### config.mk
export PLATFORM = sky130hd
export DESIGN_NAME = ldhaz_classify
export DESIGN_NICKNAME = d
export VERILOG_FILES = /design/src/rtl/ldhaz_pkg.sv /design/src/rtl/ldhaz_role_dec.sv /design/src/rtl/ldhaz_match.sv /design/src/rtl/ldhaz_classify.sv
export SDC_FILE = /design/constraint.sdc
export NUM_CORES = 1
export LEC_CHECK = 0
export BUFFER_PORTS_ARGS = -buffer_cell sky130_fd_sc_hd__buf_2
export CAP_MARGIN = 25
export CORE_AREA = 10 10 53 55
export CTS_CLUSTER_DIAMETER = 80
export CTS_CLUSTER_SIZE = 12
export DETAILED_ROUTE_END_ITERATION = 8
export DIE_AREA = 0 0 63 65
export PLACE_DENSITY = 0.82
export SYNTH_ARGS = -nofsm -noshare
export SYNTH_HDL_FRONTEND = slang
export SYNTH_SLANG_ARGS = --single-unit
export TNS_END_PERCENT = 50
### constraint.sdc
create_clock -name clk -period 0.8 [get_ports clk]
set_input_delay 0.12 -clock clk [delete_from_list [all_inputs] [get_ports clk]]
set_output_delay 0.12 -clock clk [all_outputs]
set_load 0.02 [all_outputs]
### src/rtl/ldhaz_pkg.sv
package ldhaz_pkg;

    localparam int INSN_W = 32;
    localparam int REG_W  = 5;
    localparam int OP_W   = 6;
    localparam int FN_W   = 6;

    typedef enum logic [1:0] {
        HZ_NONE   = 2'd0,
        HZ_RDWR   = 2'd1,
        HZ_RDONLY = 2'd2,
        HZ_WRONLY = 2'd3
    } hz_class_e;

    // Operand roles of one instruction
    typedef struct packed {
        logic rd_rs;     // reads rs field
        logic rd_rt;     // reads rt field
        logic wr_rd;     // writes rd field
        logic wr_rt;     // writes rt field
        logic wr_link;   // writes the link register implicitly
        logic wr_first;  // destination match outranks source match
    } roles_t;

    typedef struct packed {
        hz_class_e cls;
        logic      vld;
    } out_state_t;

    localparam logic [OP_W-1:0] OP_SPECIAL = 6'h00;
    localparam logic [OP_W-1:0] OP_REGIMM  = 6'h01;
    localparam logic [OP_W-1:0] OP_JAL     = 6'h03;

endpackage

### src/rtl/ldhaz_role_dec.sv
module ldhaz_role_dec
    import ldhaz_pkg::*;
(
    input  logic [OP_W-1:0]  op,
    input  logic [FN_W-1:0]  funct,
    input  logic [REG_W-1:0] rt_sel,
    output roles_t           roles
);

    always_comb begin
        roles = '0;
        case (op)
            OP_SPECIAL: begin
                case (funct)
                    6'h00, 6'h02, 6'h03: begin
                        roles.rd_rt = 1'b1;
                        roles.wr_rd = 1'b1;
                    end
                    6'h04, 6'h06, 6'h07,
                    6'h20, 6'h21, 6'h22, 6'h23,
                    6'h24, 6'h25, 6'h26, 6'h27,
                    6'h2A, 6'h2B: begin
                        roles.rd_rs = 1'b1;
                        roles.rd_rt = 1'b1;
                        roles.wr_rd = 1'b1;
                    end
                    6'h10, 6'h12: roles.wr_rd = 1'b1;
                    6'h11, 6'h13: roles.rd_rs = 1'b1;
                    6'h18, 6'h19, 6'h1A, 6'h1B: begin
                        roles.rd_rs = 1'b1;
                        roles.rd_rt = 1'b1;
                    end
                    default: ;
                endcase
            end
            OP_REGIMM: begin
                if (rt_sel == 5'h00 || rt_sel == 5'h01 ||
                    rt_sel == 5'h10 || rt_sel == 5'h11)
                    roles.rd_rs = 1'b1;
            end
            OP_JAL: roles.wr_link = 1'b1;
            6'h04, 6'h05: begin
                roles.rd_rs = 1'b1;
                roles.rd_rt = 1'b1;
            end
            6'h06, 6'h07: roles.rd_rs = 1'b1;
            6'h08, 6'h09, 6'h0A, 6'h0B, 6'h0C, 6'h0D, 6'h0E,
            6'h20, 6'h21, 6'h23, 6'h24, 6'h25: begin
                roles.rd_rs = 1'b1;
                roles.wr_rt = 1'b1;
            end
            6'h22, 6'h26: begin
                roles.rd_rs    = 1'b1;
                roles.wr_rt    = 1'b1;
                roles.wr_first = 1'b1;
            end
            6'h28, 6'h29, 6'h2A, 6'h2B, 6'h2E: begin
                roles.rd_rs = 1'b1;
                roles.rd_rt = 1'b1;
            end
            6'h32, 6'h3A: roles.rd_rs = 1'b1;
            default: ;
        endcase
    end

endmodule

### src/rtl/ldhaz_match.sv
module ldhaz_match
    import ldhaz_pkg::*;
#(
    parameter int LINK_REG = 31
) (
    input  roles_t           roles,
    input  logic [REG_W-1:0] f_rs,
    input  logic [REG_W-1:0] f_rt,
    input  logic [REG_W-1:0] f_rd,
    input  logic [REG_W-1:0] chk_reg,
    output logic             hit_read,
    output logic             hit_write,
    output logic             write_first
);

    localparam int NFLD = 3;
    localparam logic [REG_W-1:0] LINK_ID = REG_W'(LINK_REG);

    logic [REG_W-1:0] fld [NFLD];
    logic [NFLD-1:0]  fld_eq;

    assign fld[0] = f_rs;
    assign fld[1] = f_rt;
    assign fld[2] = f_rd;

    for (genvar i = 0; i < NFLD; i++) begin : g_cmp
        assign fld_eq[i] = (fld[i] == chk_reg);
    end

    assign hit_read    = (roles.rd_rs & fld_eq[0]) | (roles.rd_rt & fld_eq[1]);
    assign hit_write   = (roles.wr_rd & fld_eq[2]) | (roles.wr_rt & fld_eq[1]) |
                         (roles.wr_link & (chk_reg == LINK_ID));
    assign write_first = roles.wr_first;

endmodule

### src/rtl/ldhaz_classify.sv
module ldhaz_classify
    import ldhaz_pkg::*;
#(
    parameter int LINK_REG = 31
) (
    input  logic              clk,
    input  logic              rst_n,
    input  logic              in_valid,
    input  logic [INSN_W-1:0] in_insn,
    input  logic [REG_W-1:0]  in_reg,
    output logic              out_valid,
    output logic [1:0]        out_class
);

    roles_t     roles;
    logic       hit_read, hit_write, write_first;
    out_state_t st_d, st_q;

    ldhaz_role_dec u_dec (
        .op     (in_insn[31:26]),
        .funct  (in_insn[5:0]),
        .rt_sel (in_insn[20:16]),
        .roles  (roles)
    );

    ldhaz_match #(.LINK_REG(LINK_REG)) u_match (
        .roles       (roles),
        .f_rs        (in_insn[25:21]),
        .f_rt        (in_insn[20:16]),
        .f_rd        (in_insn[15:11]),
        .chk_reg     (in_reg),
        .hit_read    (hit_read),
        .hit_write   (hit_write),
        .write_first (write_first)
    );

    always_comb begin
        st_d     = st_q;
        st_d.vld = in_valid;
        if (in_valid) begin
            if (in_insn == '0)
                st_d.cls = HZ_NONE;
            else if (write_first && hit_write)
                st_d.cls = HZ_WRONLY;
            else begin
                case ({hit_read, hit_write})
                    2'b11:   st_d.cls = HZ_RDWR;
                    2'b10:   st_d.cls = HZ_RDONLY;
                    2'b01:   st_d.cls = HZ_WRONLY;
                    default: st_d.cls = HZ_NONE;
                endcase
            end
        end
    end

    always_ff @(posedge clk or negedge rst_n) begin
        if (!rst_n) st_q <= '{cls: HZ_NONE, vld: 1'b0};
        else        st_q <= st_d;
    end

    assign out_valid = st_q.vld;
    assign out_class = st_q.cls;


    valid_follow_chk: assert property (@(posedge clk) disable iff (!rst_n)
        in_valid |=> out_valid);


    valid_drop_chk: assert property (@(posedge clk) disable iff (!rst_n)
        !in_valid |=> !out_valid);


    class_hold_chk: assert property (@(posedge clk) disable iff (!rst_n)
        !in_valid |=> $stable(out_class));


    zero_word_chk: assert property (@(posedge clk) disable iff (!rst_n)
        (in_valid && in_insn == '0) |=> out_class == 2'd0);


    link_write_chk: assert property (@(posedge clk) disable iff (!rst_n)
        (in_valid && in_insn[31:26] == OP_JAL && in_reg == REG_W'(LINK_REG))
        |=> out_class == 2'd3);

endmodule

==> impl_metrics.env, run 1 <==
export IMPL_drv_cap=0
export IMPL_cts_tree="yes"
export IMPL_clock_skew_ns=0
export IMPL_ios=43
export IMPL_placed_area_sq_mm=0.00103
export IMPL_die_area_sq_mm=0.00410
export IMPL_drv_slew=0
export IMPL_place_hpwl_um=2180
export IMPL_cts_buffers=3
export IMPL_drt_first_pass_iters=4
export IMPL_ys_top_cells_by_count="10 x xnor2_1, 8 x nor4_1, 6 x nor2_1, 6 x xor2_1"
export IMPL_post_route_drc_count=0
export IMPL_layout_setup_ws_ns=-0.730
export IMPL_cts_sinks=3
export IMPL_cp_arrival_ns=1.63
export IMPL_vias=929
export IMPL_diodes=0
export IMPL_crit_type="in2reg"
export IMPL_path_max_fanout=3
export IMPL_cts_htree_levels=1
export IMPL_async_flop_share=1.00
export IMPL_final_nets=193
export IMPL_finalInstanceArea_sq_mm=0.00109
export IMPL_yosysMostFrequentCell="xnor2_1"
export IMPL_syn_num_nets=122
export IMPL_finalHoldViolCount=0
export IMPL_status="finished, violations left"
export IMPL_grt_overflow_total=0
export IMPL_antenna_found_initial=0
export IMPL_synth_top_cell_by_area="xnor2_1"
export IMPL_cts_path_max_buffers=2
export IMPL_drive_gt1_frac=0.513
export IMPL_power_leakage_nw=0.515
export IMPL_portBuffers=42
export IMPL_root_buffer="clkbuf_4"
export IMPL_areaGrowthSynthToFinish_pct=79.2
export IMPL_worstSetupStartpointType="primary input"
export IMPL_die_h_um=65
export IMPL_fillers=185
export IMPL_ant_nets=0
export IMPL_seq_area_frac_synth=0.123
export IMPL_grt_pass1_wl_um=4230
export IMPL_avgRoutedWirePerCell_um=14.3
export IMPL_yosys_warnings=0
export IMPL_p_per_area_mw_per_mm2=810
export IMPL_grt_pass1_vias=973
export IMPL_die_x_um=63
export IMPL_wirelength_um=2570
export IMPL_period_needed_ns=1.53
export IMPL_setup_violations=5
export IMPL_synth_cell_type_count=35
export IMPL_grt_max_degree=9
export IMPL_required_ns=0.90
export IMPL_max_freq_mhz=653
export IMPL_syn_inst=82
export IMPL_netlist_area_sq_um=608
export IMPL_gp_congestion=0.835
export IMPL_synthTopCellsByArea="xnor2_1 14%, dfrtp_1 12%, xor2_1 8.6%"
export IMPL_ir_worst_vdd_mv=0.868
export IMPL_whs_ns=0.00861
export IMPL_synth_top_area_frac=0.144
export IMPL_pre_cts_ws_ns=-1.00
export IMPL_synth_enable_flop_cells=0
export IMPL_hp_class="in2reg"
export IMPL_start_util=0.327
export IMPL_relSlewSlack=0.743
export IMPL_first_iter_violations=30
export IMPL_syn_avg_cell_area_sq_um=7.42
export IMPL_rows=16
export IMPL_cts_clk_slew_worst_paths_ns=0.04
export IMPL_grt_usage=0.122
export IMPL_endpoint_kind="flip-flop"
export IMPL_ys_flop_type="dfrtp_1"
export IMPL_min_period_over_period=1.91
export IMPL_vias_per_cell=5.19
export IMPL_worst_pin_slew_ns=0.382
export IMPL_violations="setup timing"
export IMPL_rsz0062_at_grt="true"
export IMPL_insertion_delay_ns=0.23
export IMPL_core_sq_mm=0.00186
export IMPL_yosys_register_bits=3
==> what timing repair did <==
item                       4_1_cts  5_1_grt
resized for setup                2        2
hold endpoints to repair         3        0
hold buffers                     1        0
buffers inserted                 1        0
gates cloned                     0        0
setup endpoints to repair        5        5
pin swaps                        2        0
==> through the flow <==
step                      total power [mW]  setup TNS [ns]   util  std cells
after floorplan                      0.328           -1.54      -         82
after global placement               0.590           -1.83  0.554        173
after detailed placement             0.602           -1.90  0.554        173
after CTS                            0.885           -1.58  0.581        179
after global routing                 0.947           -1.74  0.585        179
final                                0.883           -1.58  0.585        179
==> placed cells by master (no fill, tap or decap), types with 2 or more instances in the layout <==
cell | netlist | layout
buf_2 | 0 | 40
buf_4 | 0 | 24
xnor2_1 | 10 | 10
nor4_1 | 8 | 7
xor2_1 | 6 | 6
nor2_1 | 6 | 5
nor3_1 | 5 | 5
inv_1 | 5 | 4
o21ai_0 | 3 | 3
a21oi_1 | 4 | 3
nand4_1 | 3 | 3
clkbuf_4 | 0 | 3
dfrtp_1 | 3 | 3
nor2b_1 | 2 | 2
nand2_1 | 2 | 2
nand3_1 | 2 | 2
a31oi_1 | 2 | 2
buf_6 | 0 | 2
==> cells by family after synthesis <==
group	count (synthesis)	synth area share
buffers and inverters	6	0.0370
AO/OA/AOI/OAI	22	0.268
AND/OR/NAND/NOR	35	0.342
XOR/XNOR	16	0.230
flip-flops	3	0.123
==> final cells by class <==
cell class	count	area, sq um	area share
repair buffers	67	413	0.379
clock buffers	4	26.3	0.0241
flip-flops and latches	3	75.1	0.0689
well taps	27	33.8	0.0310
inverters	5	18.8	0.0172
multi-input cells	73	523	0.480
==> critical path, stage by stage <==
cell	delay [ns]
buf_6	0.09
or3_4	0.37
or4_4	0.46
nor2_2	0.10
a31o_2	0.17
inv_2	0.04
a32oi_1	0.18
o31ai_1	0.10
==> worst paths after layout <==
| kind | from | slack (ns) | end | depth (start not counted) |
|---|---|---|---|---|
| max in group asynchronous | rst_n | 0.48 | out_class[0] | 2 |
| worst min-delay path | in_valid | 0.009 | out_valid | 1 |
| min in group asynchronous | rst_n | 0.21 | out_class[1] | 2 |
| worst max-delay path | in_insn[28] | -0.73 | out_class[1] | 8 |
| worst max register to register | out_class[1] | 0.06 | out_class[1] | 2 |
| worst min register to register | out_class[1] | 0.50 | out_class[1] | 2 |
==> metal layers <==
layer,vias up,routed length [um],GRT usage
met4,0,50,0.0531
met1,423,1140,0.136
met3,6,152,0.0258
li1,460,-,-
met2,40,1220,0.218
met5,-,0,0
==> state kept, by name, summed over array words and instances (netlist names) <==
| name | cells |
|---|---|
| out_class | 2 |
| out_valid | 1 |
==> power breakdown <==
part	leakage (nW)	total (mW)	switching, mW	internal, mW
logic	0.461	0.462	0.213	0.249
clock network	0.0150	0.261	0.0744	0.187
registers	0.0395	0.159	0.00180	0.158
Note: power is estimated with default switching activity, not from simulation.
==> inputs of run 2 (changes only) <==
--- a/config.mk
+++ b/config.mk
@@ -12,7 +12,7 @@
 export CTS_CLUSTER_SIZE = 12
 export DETAILED_ROUTE_END_ITERATION = 8
 export DIE_AREA = 0 0 63 65
-export PLACE_DENSITY = 0.82
+export PLACE_DENSITY = 0.71
 export SYNTH_ARGS = -nofsm -noshare
 export SYNTH_HDL_FRONTEND = slang
 export SYNTH_SLANG_ARGS = --single-unit
==> impl_metrics.env, run 2 (synthesis gave the netlist of run 1 again) <==
export IMPL_status="finished, violations left"
export IMPL_violations="setup timing"
export IMPL_layout_cells_non_filler=182
export IMPL_ios=43
export IMPL_grt_usage=0.115
export IMPL_die_h_um=65
export IMPL_diodes=0
export IMPL_fin_tns_setup_ns=-1.62
export IMPL_cts_sinks=3
export IMPL_drv_slew=0
export IMPL_crit_type="in2reg"
export IMPL_layout_common_cells="39 x buf_2, 26 x buf_4, 10 x xnor2_1"
export IMPL_p_per_area_mw_per_mm2=830
export IMPL_slowest_stage="or4_4"
export IMPL_total_power_mw=0.931
export IMPL_final_nets=196
export IMPL_cp_arrival_ns=1.64
export IMPL_root_buffer="clkbuf_4"
export IMPL_first_iter_violations=34
export IMPL_worstSetupStartpointType="primary input"
export IMPL_post_route_drc_count=0
export IMPL_portBuffers=42
export IMPL_die_x_um=63
export IMPL_r2r_slack_ns=0.04
export IMPL_vias_per_cell=5.04
export IMPL_path_buf_inv=1
export IMPL_cts_path_max_buffers=2
export IMPL_endpoint_kind="flip-flop"
export IMPL_clock_skew_ns=0
export IMPL_crit_chain="buf_6 > or3_4 > or4_4 > a21oi_2 > o21bai_1 > o41a_1 > a32oi_1 > o31ai_1"
export IMPL_cts_htree_levels=1
export IMPL_grt_overflow_total=0
export IMPL_cts_buffers=3
export IMPL_die_area_sq_mm=0.00410
export IMPL_cts_tree="yes"
export IMPL_drv_cap=0
export IMPL_grt_pass1_wl_um=4040
export IMPL_antenna_found_initial=0
export IMPL_insertion_delay_ns=0.24
export IMPL_start_util=0.327
export IMPL_grtUsageMet2=0.203
export IMPL_setup_violations=5
export IMPL_vias=918
export IMPL_rows=16
export IMPL_rsz0062_at_grt="true"
export IMPL_ir_worst_vdd_mv=0.626
export IMPL_largest_reg_flops=2
export IMPL_power_leakage_nw=0.530
export IMPL_hp_class="in2async"
export IMPL_grt_busiest_layer="met2"
export IMPL_final_common_cell="buf_2"
export IMPL_layout_setup_ws_ns=-0.712
export IMPL_critPathTopFamily="simple AND/OR/NAND/NOR gates"
export IMPL_grt_pass1_vias=964
export IMPL_grtUsageMet3=0.0137
export IMPL_finalHoldViolCount=0
export IMPL_min_period_over_period=1.89
export IMPL_grtUsageMet1=0.137
export IMPL_worst_pin_slew_ns=0.339
export IMPL_period_needed_ns=1.51
export IMPL_dp_cells=175
export IMPL_areaGrowthSynthToFinish_pct=84.4
export IMPL_place_hpwl_um=2100
export IMPL_drive_gt1_frac=0.516
export IMPL_relSlewSlack=0.772
export IMPL_path_max_fanout=3
export IMPL_wirelength_um=2520
export IMPL_ant_nets=0
export IMPL_avgRoutedWirePerCell_um=13.8
export IMPL_cts_clk_slew_worst_paths_ns=0.04
export IMPL_drt_first_pass_iters=4
export IMPL_required_ns=0.93
export IMPL_max_freq_mhz=661
export IMPL_cpPeakStageDelay_ns=0.46
export IMPL_gp_congestion=0.802
export IMPL_core_sq_mm=0.00186
export IMPL_grt_max_degree=7
export IMPL_whs_ns=0.207
==> run 2: path summary, 6_finish.rpt <==
path | start | cells after the start | endpoint
worst min-delay path | rst_n | 2 | out_class[1]
max in group asynchronous | rst_n | 2 | out_class[0]
min in group clk | in_valid | 4 | out_class[1]
worst max register to register | out_class[1] | 2 | out_class[1]
worst max-delay path | in_insn[28] | 8 | out_class[1]
worst min register to register | out_class[0] | 1 | out_class[0]
==> run 2: power by group <==
group | switching, mW | internal (mW)
clock | 0.110 | 0.189
combinational | 0.212 | 0.261
sequential | 0.00238 | 0.157
total | 0.324 | 0.607
==> run 2: layer usage <==
| metal | wire length [um] | share of wire |
|---|---|---|
| met4 | 37 | 0.015 |
| met5 | 0 | 0 |
| met3 | 116 | 0.046 |
| met2 | 1200 | 0.48 |
| met1 | 1160 | 0.46 |
==> run 2: cell type report <==
cell class | instances | area (sq um)
clock buffer | 4 | 26.3
sequential | 3 | 75.1
timing repair buffer | 70 | 444
inverter | 5 | 18.8
fill | 173 | 741
tap | 27 | 33.8
multi-input combinational | 73 | 523
==> run 2: worst reg2reg max path, cell delays in order (launching register included) <==
cell and delay, ns:
dfrtp_1 0.40, a32oi_1 0.15, o31ai_1 0.09
==> run 2: timing repair <==
| item | CTS | global route |
|---|---|---|
| resized for setup | 4 | 2 |
| buffers inserted | 1 | 0 |
| pin swaps | 3 | 0 |
| hold buffers | 2 | 0 |
| endpoints found under the setup margin | 5 | 5 |
| endpoints found under the hold margin | 4 | 0 |
==> run 2: per-stage QoR <==
stage / setup WS, ns / utilization / area (sq um)
after global placement: -0.943 / 0.562 / 1050
after detailed placement: -0.979 / 0.562 / 1050
final: -0.712 / 0.602 / 1120
after floorplan: -0.808 / - / 618
after global routing: -0.771 / 0.602 / 1120
after CTS: -0.710 / 0.599 / 1110
